File: src/rtl/pwb_pkg.sv
package pwb_pkg;

  // Selector codes of the predicate field
  localparam logic [1:0] PSEL_CONST0 = 2'd0;
  localparam logic [1:0] PSEL_CONST1 = 2'd1;
  localparam int unsigned PSEL_REG_BASE = 2;

  // Taint of a two-way select when any taint on the select line poisons the output
  function automatic logic taint_sel_safe(input logic s, input logic st,
                                          input logic nt, input logic ot);
    return st ? 1'b1 : (s ? nt : ot);
  endfunction

  // Taint of a two-way select that exempts a tainted select when both inputs agree
  function automatic logic taint_sel_exact(input logic s, input logic st,
                                           input logic nt, input logic ot,
                                           input logic differ);
    return st ? (differ | nt | ot) : (s ? nt : ot);
  endfunction

endpackage

File: src/rtl/pwb_pred_decode.sv
module pwb_pred_decode #(
  parameter int NUM_PRED = 2,
  parameter int SEL_W    = 2
) (
  input  logic [SEL_W-1:0]    sel,
  input  logic [NUM_PRED-1:0] pred_q,
  input  logic [NUM_PRED-1:0] pred_t,
  output logic                p,
  output logic                pt
);
  import pwb_pkg::*;

  always_comb begin
    p  = 1'b0;
    pt = 1'b0;
    if (sel == SEL_W'(PSEL_CONST1)) p = 1'b1;
    for (int k = 0; k < NUM_PRED; k++) begin
      if (sel == SEL_W'(PSEL_REG_BASE + k)) begin
        p  = pred_q[k];
        pt = pred_t[k];
      end
    end
  end

endmodule

File: src/rtl/pwb_shadow_mux.sv
module pwb_shadow_mux #(
  parameter int W       = 32,
  parameter bit PRECISE = 1'b0
) (
  input  logic         s,
  input  logic         st,
  input  logic [W-1:0] new_v,
  input  logic         new_t,
  input  logic [W-1:0] old_v,
  input  logic         old_t,
  output logic [W-1:0] out_v,
  output logic         out_t
);
  import pwb_pkg::*;

  assign out_v = s ? new_v : old_v;

  generate
    if (PRECISE) begin : g_exact
      logic differ;
      assign differ = (new_v != old_v);
      assign out_t  = taint_sel_exact(s, st, new_t, old_t, differ);
    end else begin : g_safe
      assign out_t = taint_sel_safe(s, st, new_t, old_t);
    end
  endgenerate

endmodule

File: src/rtl/pwb_shadow_bank.sv
module pwb_shadow_bank #(
  parameter int N  = 8,
  parameter int W  = 32,
  parameter int IW = 3
) (
  input  logic                clk,
  input  logic                rst_n,
  input  logic                hit,
  input  logic [IW-1:0]       idx,
  input  logic [W-1:0]        d_v,
  input  logic                d_t,
  output logic [N-1:0][W-1:0] q_v,
  output logic [N-1:0]        q_t
);

  always_ff @(posedge clk) begin
    for (int i = 0; i < N; i++) begin
      if (!rst_n) begin
        q_v[i] <= '0;
        q_t[i] <= 1'b0;
      end else if (hit && idx == IW'(i)) begin
        q_v[i] <= d_v;
        q_t[i] <= d_t;
      end
    end
  end

endmodule

File: src/rtl/pwb_regfile.sv
module pwb_regfile #(
  parameter int NUM_GPR  = 8,
  parameter int DATA_W   = 32,
  parameter int NUM_PRED = 2,
  parameter bit PRECISE  = 1'b0,
  localparam int IDX_W   = $clog2(NUM_GPR),
  localparam int SEL_W   = $clog2(NUM_PRED + 2),
  localparam int PIDX_W  = (NUM_PRED > 1) ? $clog2(NUM_PRED) : 1
) (
  input  logic                clk,
  input  logic                rst_n,
  input  logic                wr_is_pred,
  input  logic [IDX_W-1:0]    wr_dst,
  input  logic [DATA_W-1:0]   wr_val,
  input  logic                wr_val_taint,
  input  logic [SEL_W-1:0]    wr_psel,
  input  logic [IDX_W-1:0]    rd_a_idx,
  input  logic [IDX_W-1:0]    rd_b_idx,
  output logic [DATA_W-1:0]   rd_a_val,
  output logic                rd_a_taint,
  output logic [DATA_W-1:0]   rd_b_val,
  output logic                rd_b_taint,
  output logic [NUM_PRED-1:0] pred_val,
  output logic [NUM_PRED-1:0] pred_taint
);

  // Stored state
  logic [NUM_GPR-1:0][DATA_W-1:0] gpr_q;
  logic [NUM_GPR-1:0]             gpr_t;
  logic [NUM_PRED-1:0]            pred_q;
  logic [NUM_PRED-1:0]            pred_t;

  // Named internal events
  logic               sel_p, sel_pt;
  logic [PIDX_W-1:0]  pidx;
  logic [DATA_W-1:0]  gpr_old_v, gpr_mux_v;
  logic               gpr_old_t, gpr_mux_t;
  logic               pred_old_v, pred_mux_v;
  logic               pred_old_t, pred_mux_t;
  logic               hit_gpr, hit_pred;

  assign pidx     = wr_dst[PIDX_W-1:0];
  assign hit_gpr  = !wr_is_pred;
  assign hit_pred = wr_is_pred;

  pwb_pred_decode #(.NUM_PRED(NUM_PRED), .SEL_W(SEL_W)) u_dec (
    .sel    (wr_psel),
    .pred_q (pred_q),
    .pred_t (pred_t),
    .p      (sel_p),
    .pt     (sel_pt)
  );

  assign gpr_old_v  = gpr_q[wr_dst];
  assign gpr_old_t  = gpr_t[wr_dst];
  assign pred_old_v = pred_q[pidx];
  assign pred_old_t = pred_t[pidx];

  pwb_shadow_mux #(.W(DATA_W), .PRECISE(PRECISE)) u_gmux (
    .s     (sel_p),
    .st    (sel_pt),
    .new_v (wr_val),
    .new_t (wr_val_taint),
    .old_v (gpr_old_v),
    .old_t (gpr_old_t),
    .out_v (gpr_mux_v),
    .out_t (gpr_mux_t)
  );

  pwb_shadow_mux #(.W(1), .PRECISE(PRECISE)) u_pmux (
    .s     (sel_p),
    .st    (sel_pt),
    .new_v (wr_val[0]),
    .new_t (wr_val_taint),
    .old_v (pred_old_v),
    .old_t (pred_old_t),
    .out_v (pred_mux_v),
    .out_t (pred_mux_t)
  );

  pwb_shadow_bank #(.N(NUM_GPR), .W(DATA_W), .IW(IDX_W)) u_gbank (
    .clk   (clk),
    .rst_n (rst_n),
    .hit   (hit_gpr),
    .idx   (wr_dst),
    .d_v   (gpr_mux_v),
    .d_t   (gpr_mux_t),
    .q_v   (gpr_q),
    .q_t   (gpr_t)
  );

  pwb_shadow_bank #(.N(NUM_PRED), .W(1), .IW(PIDX_W)) u_pbank (
    .clk   (clk),
    .rst_n (rst_n),
    .hit   (hit_pred),
    .idx   (pidx),
    .d_v   (pred_mux_v),
    .d_t   (pred_mux_t),
    .q_v   (pred_q),
    .q_t   (pred_t)
  );

  // Read side, straight from stored state
  assign rd_a_val   = gpr_q[rd_a_idx];
  assign rd_a_taint = gpr_t[rd_a_idx];
  assign rd_b_val   = gpr_q[rd_b_idx];
  assign rd_b_taint = gpr_t[rd_b_idx];
  assign pred_val   = pred_q;
  assign pred_taint = pred_t;

endmodule

File: config.mk
export PLATFORM = sky130hd
export DESIGN_NAME = pwb_regfile
export DESIGN_NICKNAME = d
export VERILOG_FILES = /design/src/rtl/pwb_pkg.sv /design/src/rtl/pwb_pred_decode.sv /design/src/rtl/pwb_shadow_mux.sv /design/src/rtl/pwb_shadow_bank.sv /design/src/rtl/pwb_regfile.sv
export SDC_FILE = /design/constraint.sdc
export NUM_CORES = 1
export LEC_CHECK = 0
export CORE_MARGIN = 10
export CORE_UTILIZATION = 40
export DETAILED_ROUTE_END_ITERATION = 10
export GPL_TIMING_DRIVEN = 1
export SLEW_MARGIN = 20
export SYNTH_ARGS = -nofsm -noshare
export SYNTH_HDL_FRONTEND = slang
export SYNTH_SLANG_ARGS = --single-unit
File: constraint.sdc
create_clock -name clk -period 2.1 [get_ports clk]
set_input_delay 0.42 -clock clk [delete_from_list [all_inputs] [get_ports clk]]
set_output_delay 0.42 -clock clk [all_outputs]
set_load 0.01 [all_outputs]
==> metrics.cfg, run 1 <==
[floorplan]
rows = 70
dieHeight_um = 213
fp.dieArea_mm2 = 0.0453
start_util = 0.405
io_pins = 117
fp.dieW_um = 213
coreArea_mm2 = 0.0367

[yosys]
syn_area_mm2 = 0.0149
syn_avg_cell_area_um2 = 11.4
synth-edff-count = 0
ys_types = 34
netlist_top_cells_area = dfxtp_1 36%, mux4_2 30%, o21ai_0 8.7%, a21oi_1 7.8%, mux2_2 5.1%
synth_top_area_frac = 0.361
async_reset_ff_frac = 0
ys_seq_area_frac = 0.361
synth_area_leader_cell = dfxtp_1
ys_warn_count = 0
netlist_instances = 1311
synth-main-ff-cell = dfxtp_1
ys_ff_latch = 268
syn-num-nets = 1358

[hold_path]
hp-class = primary input to register

[timing]
post-route-min-period_ns = 2.26
tightest_slew_ns = 0.454
final_max_slew_viol_count = 0
fin_worst_skew_ns = 0.0334
period_share = 1.08
setup_tns_ns = -7.12
max_freq_mhz = 442
fin_ws_ns = -0.162
setup_viol = 66
rsz0062_at_grt = true
maxSlewHeadroom = 0.697
whs_ns = 0.176
finalHoldViolCount = 0

[drt]
drt-initial-drc-count = 900
routedWlPerCell_um = 23.8
drc = 0
vias_per_cell = 6.16
drt-pass1-iter-count = 5
via_count = 12280
ant_nets = 0
drt-total-wl_mm = 47.4

[power_and_ir_drop]
combPwrFrac = 0.159
clkPwrFrac = 0.431
p_switching_mw = 3.41
peakVddDrop_uv = 579
leakage_nw = 7.65
seqPwrFrac = 0.409
p_per_area_mw_per_mm2 = 678
intPower_mw = 9.85
p_sw_frac = 0.257

[worst_setup_path]
path_class = register to output port
cp-start-kind = register
critPathArrivalTime_ns = 1.84
regToRegSetupSlack_ns = 0.36
endpoint_kind = output port
path_max_fanout = 4
cp.required_ns = 1.68

[cells_and_area]
final_cell_mix = 260 x o21ai_0, 233 x a21oi_1, 197 x mux4_2
drive_above_1_share = 0.490
diodes = 0
nets = 1549
multi_input_area_mm2 = 0.00905
ff_latch_area_mm2 = 0.00557
final_common_cell = o21ai_0
area_delta_synth_final_pct = 31.6
fillers = 3104
final_core_util = 0.534

[grt]
antenna_found_initial = 0
grt_pass1_vias = 12598
grt_overflow = 0
grt_max_degree = 123
track_usage = 0.205
grt_pass1_wl_mm = 73.6

[placed_design]
gp_congestion = 0.821
io_buffers = 116
detailed_place_hpwl_mm = 30.4

[clock_tree]
clk_path_buf_depth = 3
cts_tree = yes
cts_root_buffer = clkbuf_16
cts_buffers = 31
insertion_delay_ns = 0.58
cts.reportedPaths.clkPinSlew_ns = 0.06
htreeDepth = 1
hold_buffers = 0
cts_sinks = 268

[status]
violations = negative setup slack
status = complete, but fails checks

[run]
cap_violations = 0

-- flip-flops by register name, indices dropped and copies added, names as in the netlist --
name         count
u_pbank.q_v      2
u_pbank.q_t      2
u_gbank.q_t      8
u_gbank.q_v    256
-- Yosys cell counts (2+ instances only) --
cell type	n
dfxtp_1	268
o21ai_0	260
a21oi_1	233
mux4_2	197
clkbuf_1	68
mux2_2	67
mux2i_1	63
buf_2	39
nand2_1	37
buf_6	18
buf_4	10
o21ai_1	9
buf_1	6
mux2i_2	4
nor2_1	4
a31oi_1	3
nand2b_1	3
nor3_2	3
a21boi_0	2
nor2b_1	2
o21a_1	2
-- path summary, 6_finish.rpt --
path / from / to / depth (start not counted)
min reg2reg: u_gbank.q_v[203]$_SDFFE_PN0P_ / u_gbank.q_v[203]$_SDFFE_PN0P_ / 2
max reg2reg: u_pbank.q_v[1]$_SDFFE_PN0P_ / u_gbank.q_v[80]$_SDFFE_PN0P_ / 5
min: rst_n / u_pbank.q_v[0]$_SDFFE_PN0P_ / 2
max: u_gbank.q_v[5]$_SDFFE_PN0P_ / rd_b_val[5] / 3
-- what timing repair did --
action,CTS,global route
gates resized for setup,533,48
endpoints found under the setup margin,66,66
cloned,3,0
setup buffers,37,6
-- power by group through the flow --
stage | combinational (mW) | clock (mW) | sequential [mW]
6_report | 2.12 | 5.72 | 5.43
2_1_floorplan | 1.15 | 0 | 5.46
3_3_place_gp | 1.92 | 0 | 5.51
3_5_place_dp | 1.95 | 0 | 5.52
5_1_grt | 2.25 | 5.97 | 5.45
4_1_cts | 2.10 | 5.78 | 5.42
-- metal layers --
| metal | wire [µm] | part of all wire | global-route usage | vias up |
|---|---|---|---|---|
| met5 | 0 | 0 | 0 | - |
| li1 | - | - | - | 5511 |
| met2 | 23100 | 0.49 | 0.342 | 510 |
| met1 | 19600 | 0.41 | 0.268 | 6189 |
| met3 | 3520 | 0.074 | 0.0391 | 70 |
| met4 | 1110 | 0.024 | 0.0549 | 0 |
-- critical path, cell delays in order (launching register included) --
cell	delay, ns
dfxtp_2	0.34
mux4_2	0.47
mux2_4	0.32
buf_6	0.13
-- through the flow --
step / worst slack, ns / area [µm²] / cells / power (mW)
2_1_floorplan: 0.0996 / 14900 / 1311 / 6.61
3_3_place_gp: -0.523 / 17500 / 1893 / 7.43
6_report: -0.162 / 19600 / 1993 / 13.3
4_1_cts: -0.176 / 19500 / 1989 / 13.3
5_1_grt: -0.194 / 19600 / 1993 / 13.7
3_5_place_dp: -0.545 / 17500 / 1893 / 7.47
-- cells by family after synthesis --
logic type / after synthesis / share of synthesized area
and+or+nand+nor: 59 / 0.0203
muxes: 331 / 0.395
AOI/OAI and AO/OA: 512 / 0.174
buffers and inverters: 141 / 0.0504
DFF: 268 / 0.361
-- cell type report --
| type | count | area share |
|---|---|---|
| tap | 468 | 0.0299 |
| clock buffer | 41 | 0.0436 |
| clock inverter | 15 | 0.0108 |
| timing repair buffer | 299 | 0.169 |
| multi-input combinational | 902 | 0.462 |
| sequential | 268 | 0.284 |
Power figures use the tool's default switching activity.
==> run 2, diff against run 1 <==
CAP_MARGIN = 10   (was unset)
clock period = 2.4 ns   (was 2.1 ns; I/O delays follow)
==> run 2 against run 1 <==
Against the previous run: the flow now finishes without violations; global-route usage down 0.19 points; critical path depth grew 3; first-iteration DRC count is 19% lower; clock power shrank 19%; via count down 2.8%; core utilization down 2.6 points; register-to-register slack improved by 0.28 ns; critical path type is now primary input to output port.
==> metrics.cfg, run 2 (synthesized netlist as in run 1, its figures left out) <==
[status]
status = finished clean

[worst_setup_path]
slowest_stage = mux4_2
path_max_fanout = 7  ; +3
critPathArrivalTime_ns = 1.91  ; +0.07 ns
slowest_delay_ns = 0.48  ; about the same
cp_top_family = multiplexers
regToRegSetupSlack_ns = 0.64  ; +0.28 ns
cp_cell_sequence = buf_12 > buf_12 > bufbuf_16 > mux4_2 > mux2_2 > buf_2
cp-start-kind = primary input
worst-path-buf-inv = 4  ; +3
endpoint_kind = output port
path_class = primary input to output port
cp.required_ns = 1.92  ; +0.24 ns
cpMostUsedCell = buf_12

[drt]
vias_per_cell = 6.20  ; +0.57%
drt-total-wl_mm = 46.6  ; -1.6%
drc = 0  ; unchanged
via_count = 11935  ; -2.8%
drt-initial-drc-count = 726  ; -19%
ant_nets = 0  ; unchanged
drt-pass1-iter-count = 5  ; unchanged
routedWlPerCell_um = 24.2  ; +1.9%

[cells_and_area]
final_core_util = 0.508  ; -0.0257
reg_top3 = u_gbank.q_v x256, u_gbank.q_t x8
final_common_cell = o21ai_0
fillers = 3139  ; +1.1%
drive_above_1_share = 0.372  ; -0.117
largest_reg_flops = 256  ; unchanged
area_delta_synth_final_pct = 25.2
diodes = 0  ; unchanged
nets = 1483  ; -4.3%
final_cell_mix = 260 x o21ai_0, 240 x dfxtp_1, 233 x a21oi_1
top_register = u_gbank.q_v

[floorplan]
coreArea_mm2 = 0.0367  ; unchanged
rows = 70  ; unchanged
dieHeight_um = 213  ; unchanged
fp.dieArea_mm2 = 0.0453  ; unchanged
fp.dieW_um = 213  ; unchanged
start_util = 0.405  ; unchanged
io_pins = 117  ; unchanged

[power_and_ir_drop]
p_sw_frac = 0.261  ; +0.00315
p_per_area_mw_per_mm2 = 597  ; -12%
peakVddDrop_uv = 481  ; -17%
combPwrFrac = 0.155  ; -0.004
intPower_mw = 8.23  ; -16%
clkPwrFrac = 0.419  ; -0.012
p_switching_mw = 2.90  ; -15%
leakage_nw = 7.13  ; -6.7%
p_total_mw = 11.1  ; -16%
seqPwrFrac = 0.426  ; +0.017

[placed_design]
gp_congestion = 0.805  ; -2.0%
detailed_place_hpwl_mm = 29.1  ; -4.2%
io_buffers = 116  ; unchanged

[clock_tree]
htreeDepth = 1  ; unchanged
cts_root_buffer = clkbuf_16
cts_tree = yes
hold_buffers = 0  ; unchanged
cts.reportedPaths.clkPinSlew_ns = 0.06  ; about the same
cts_sinks = 268  ; unchanged
clk_path_buf_depth = 3  ; unchanged
cts_buffers = 31  ; unchanged
insertion_delay_ns = 0.56  ; -0.02 ns

[timing]
finalHoldViolCount = 0  ; unchanged
rsz0062_at_grt = true
period_share = 0.995
tightest_slew_ns = 0.584  ; +0.130 ns
max_freq_mhz = 419
post-route-min-period_ns = 2.39
setup_viol = 0  ; -100%
final_max_slew_viol_count = 0  ; unchanged
fin_worst_skew_ns = 0.0168  ; -0.0166 ns
maxSlewHeadroom = 0.611  ; -0.0866

[grt]
grt_pass1_wl_mm = 72.7  ; -1.3%
grt_overflow = 0  ; unchanged
track_usage = 0.204  ; -0.00190
grt_max_degree = 81  ; -34%
grt_pass1_vias = 11993  ; -4.8%
antenna_found_initial = 0  ; unchanged

[run]
cap_violations = 0  ; unchanged

[hold_path]
hp-class = primary input to register

-- run 2: cell types whose count changed in the layout (fill, tap and decap cells not counted), moves of 6 or more --
cell / delta
dfxtp_1: +133
dfxtp_2: -132
buf_4: -84
buf_6: -51
mux2_2: +43
mux2_4: -43
buf_2: +33
clkbuf_2: +11
clkdlybuf4s15_2: +8
buf_12: +6
buf_16: +6
-- run 2: worst paths after layout --
path	depth (start not counted)	endpoint	startpoint
worst max-delay path	6	rd_b_val[22]	rd_b_idx[0]
worst min-delay path	3	u_gbank.q_t[1]$_SDFFE_PN0P_	rst_n
worst max register to register	5	u_gbank.q_v[208]$_SDFFE_PN0P_	u_pbank.q_v[1]$_SDFFE_PN0P_
worst min register to register	2	u_gbank.q_v[202]$_SDFFE_PN0P_	u_gbank.q_v[202]$_SDFFE_PN0P_
-- run 2: repair_timing --
item	in CTS	in global routing
gates resized for setup	268	65
cloned	6	0
endpoints found under the setup margin	66	48
buffers inserted	19	4
-- run 2: cell type report --
cell class / instances / area (µm²) / share of cell area
Timing Repair Buffer: 233 / 2760 / 0.148
Clock buffer: 48 / 930 / 0.0499
Clock inverter: 7 / 66.3 / 0.00356
Multi-Input combinational cell: 902 / 8890 / 0.477
Sequential cell: 268 / 5400 / 0.290
Tap cell: 468 / 586 / 0.0314
-- run 2: per-layer routing --
metal,global-route usage,share of wire,vias up
met3,0.0340,0.064,55
met1,0.271,0.43,6072
met4,0.0411,0.018,0
met2,0.342,0.49,420
li1,-,-,5388
met5,0,0,-
-- run 2: power groups by stage --
| stage | Combinational [mW] | Clock [mW] | Sequential [mW] |
|---|---|---|---|
| 6_report | 1.73 | 4.66 | 4.74 |
| 5_1_grt | 1.84 | 4.91 | 4.76 |
| 4_1_cts | 1.72 | 4.72 | 4.73 |
| 3_5_place_dp | 1.64 | 0 | 4.83 |
| 2_1_floorplan | 1.01 | 0 | 4.78 |
| 3_3_place_gp | 1.61 | 0 | 4.82 |
-- run 2: per-stage QoR --
stage	instance area (µm²)	TNS [ns]	worst slack (ns)	cells	hold slack, ns
2_1_floorplan	14900	0	0.280	1311	0.446
3_3_place_gp	17200	-17.94	-0.331	1843	0.465
3_5_place_dp	17200	-18.72	-0.355	1843	0.475
4_1_cts	18600	-0.0206	-0.0206	1922	0.440
5_1_grt	18600	-0.107	-0.0206	1926	0.492
6_report	18600	0	0.0130	1926	0.458
-- run 2: worst reg2reg max path, delay by kind of cell, from the launching register on --
| kind | cells | cell delay, ns |
|---|---|---|
| flip-flops | 1 | 0.32 |
| multiplexers | 1 | 0.40 |
| AND/OR/NAND/NOR | 2 | 0.50 |
| AO/OA/AOI/OAI | 1 | 0.14 |
| buffers and inverters | 1 | 0.25 |
==> run 3, diff against run 2 <==
SKIP_LAST_GASP = 1   (was unset)
==> run 3 against run 2 <==
Against the previous run: the run now ends with negative setup slack left; combinational power is essentially flat; core utilization is essentially flat; register-to-register slack about the same; final cell count about the same; sequential power is essentially flat.
==> metrics.cfg, run 3 (synthesized netlist as in run 1, its figures left out) <==
[placed_design]
place_ws_ns = -0.355  ; unchanged
dpl_cell_area_mm2 = 0.0172  ; unchanged
placed_cells = 1843  ; unchanged
io_buffers = 116  ; unchanged
gp_congestion = 0.805  ; unchanged
detailed_place_hpwl_mm = 29.1  ; unchanged

[cells_and_area]
fin_area_mm2 = 0.0186  ; about the same
nets = 1482  ; -0.067%
area_delta_synth_final_pct = 25.1  ; about the same
final_common_cell = o21ai_0
final_core_util = 0.507  ; about the same
top_register = u_gbank.q_v
reg_top3 = u_gbank.q_v x256, u_gbank.q_t x8
drive_above_1_share = 0.371  ; -0.00180
stdcell_count = 1925  ; -0.052%
diodes = 0  ; unchanged
largest_reg_flops = 256  ; unchanged
final_cell_mix = 260 x o21ai_0, 242 x dfxtp_1, 233 x a21oi_1

[drt]
drt-total-wl_mm = 46.6  ; about the same
ant_nets = 0  ; unchanged
routedWlPerCell_um = 24.2  ; about the same
vias_per_cell = 6.21  ; +0.14%
drt-pass1-iter-count = 5  ; unchanged
drc = 0  ; unchanged
via_count = 11945  ; +0.084%
drt-initial-drc-count = 778  ; +7.2%

[timing]
max_freq_mhz = 415  ; -0.84%
post-route-min-period_ns = 2.41  ; +0.0202 ns
fin_worst_skew_ns = 0.0171  ; +0.000357 ns
setup_viol = 1  ; +1
rsz0062_at_grt = true
fin_ws_ns = -0.00714  ; -0.0202 ns
setup_tns_ns = -0.00714  ; -0.00714 ns
final_max_slew_viol_count = 0  ; unchanged
tightest_slew_ns = 0.587  ; +0.00336 ns
whs_ns = 0.455  ; -0.00300 ns
finalHoldViolCount = 0  ; unchanged
maxSlewHeadroom = 0.609  ; -0.00224
period_share = 1.00  ; +0.00841

[worst_setup_path]
r2r-start = u_pbank.q_v[1]$_SDFFE_PN0P_
path_class = primary input to output port
endpoint_kind = output port
reg2reg_depth = 5  ; unchanged
cp-start-kind = primary input
cp.required_ns = 1.92  ; about the same
critPathArrivalTime_ns = 1.93  ; +0.02 ns
path_max_fanout = 7  ; unchanged
r2r-end = u_gbank.q_v[208]$_SDFFE_PN0P_
regToRegSetupSlack_ns = 0.64  ; about the same

[floorplan]
fp.dieArea_mm2 = 0.0453  ; unchanged
io_pins = 117  ; unchanged
rows = 70  ; unchanged
start_util = 0.405  ; unchanged
dieHeight_um = 213  ; unchanged
coreArea_mm2 = 0.0367  ; unchanged
fp.dieW_um = 213  ; unchanged

[clock_tree]
htreeDepth = 1  ; unchanged
cts_sinks = 268  ; unchanged
cts_tree = yes
cts_buffers = 31  ; unchanged
cts.reportedPaths.clkPinSlew_ns = 0.06  ; about the same
insertion_delay_ns = 0.56  ; about the same
cts_root_buffer = clkbuf_16
hold_buffers = 0  ; unchanged
clk_path_buf_depth = 3  ; unchanged

[power_and_ir_drop]
p_per_area_mw_per_mm2 = 597  ; about the same
peakVddDrop_uv = 480  ; -0.13%
leakage_nw = 7.12  ; -0.22%
p_total_mw = 11.1  ; about the same

[grt]
antenna_found_initial = 0  ; unchanged
track_usage = 0.204  ; about the same
grt_pass1_vias = 11986  ; -0.058%
grt_max_degree = 81  ; unchanged
grt_overflow = 0  ; unchanged
grt_pass1_wl_mm = 72.8  ; about the same

[status]
status = complete, but fails checks
violations = negative setup slack

[hold_path]
worstHoldStart = rst_n
hp-class = primary input to register
hold_depth = 3  ; unchanged
worstHoldEndpoint = u_gbank.q_t[0]$_SDFFE_PN0P_

[run]
cap_violations = 0  ; unchanged

run 3: critical path, cell delays in order:
cell and delay, ns:
buf_12 0.09, buf_12 0.14, buf_16 0.14, buf_4 0.13
mux4_2 0.50, mux2_4 0.28, buf_2 0.14
run 3: cell type report:
| class | count | area (µm²) |
|---|---|---|
| clock buffers | 48 | 930 |
| repair buffers | 232 | 2750 |
| flip-flops and latches | 268 | 5400 |
| well taps | 468 | 586 |
| multi-input cells | 902 | 8890 |
| clock inverters | 7 | 66.3 |
| fillers | 3142 | 18100 |
run 3: power breakdown:
| group | internal (mW) | total (mW) | switching [mW] |
|---|---|---|---|
| combinational | 0.885 | 1.73 | 0.842 |
| clock | 2.74 | 4.66 | 1.91 |
| sequential | 4.60 | 4.74 | 0.139 |
run 3: worst max-delay path by stage:
stage / from / end / cells after the start
after floorplan: rd_a_idx[0] / rd_a_taint / 4
after global placement: rd_b_idx[0] / rd_b_val[20] / 6
after detailed placement: rd_b_idx[0] / rd_b_val[21] / 6
after CTS: rd_a_idx[0] / rd_a_val[25] / 7
after global routing: rd_b_idx[0] / rd_b_val[30] / 7
final: rd_b_idx[0] / rd_b_val[30] / 7
run 3: what timing repair did:
item,4_1_cts,5_1_grt
gates cloned,6,0
buffers inserted,19,3
endpoints found under the hold margin,0,0
resized for setup,264,61
setup endpoints to repair,66,48
run 3: routing by layer:
metal	up-vias	routed length [µm]	GRT usage
li1	5380	-	-
met3	47	2960	0.0340
met1	6069	20100	0.272
met4	0	739	0.0399
met5	-	0	0
met2	449	22800	0.342
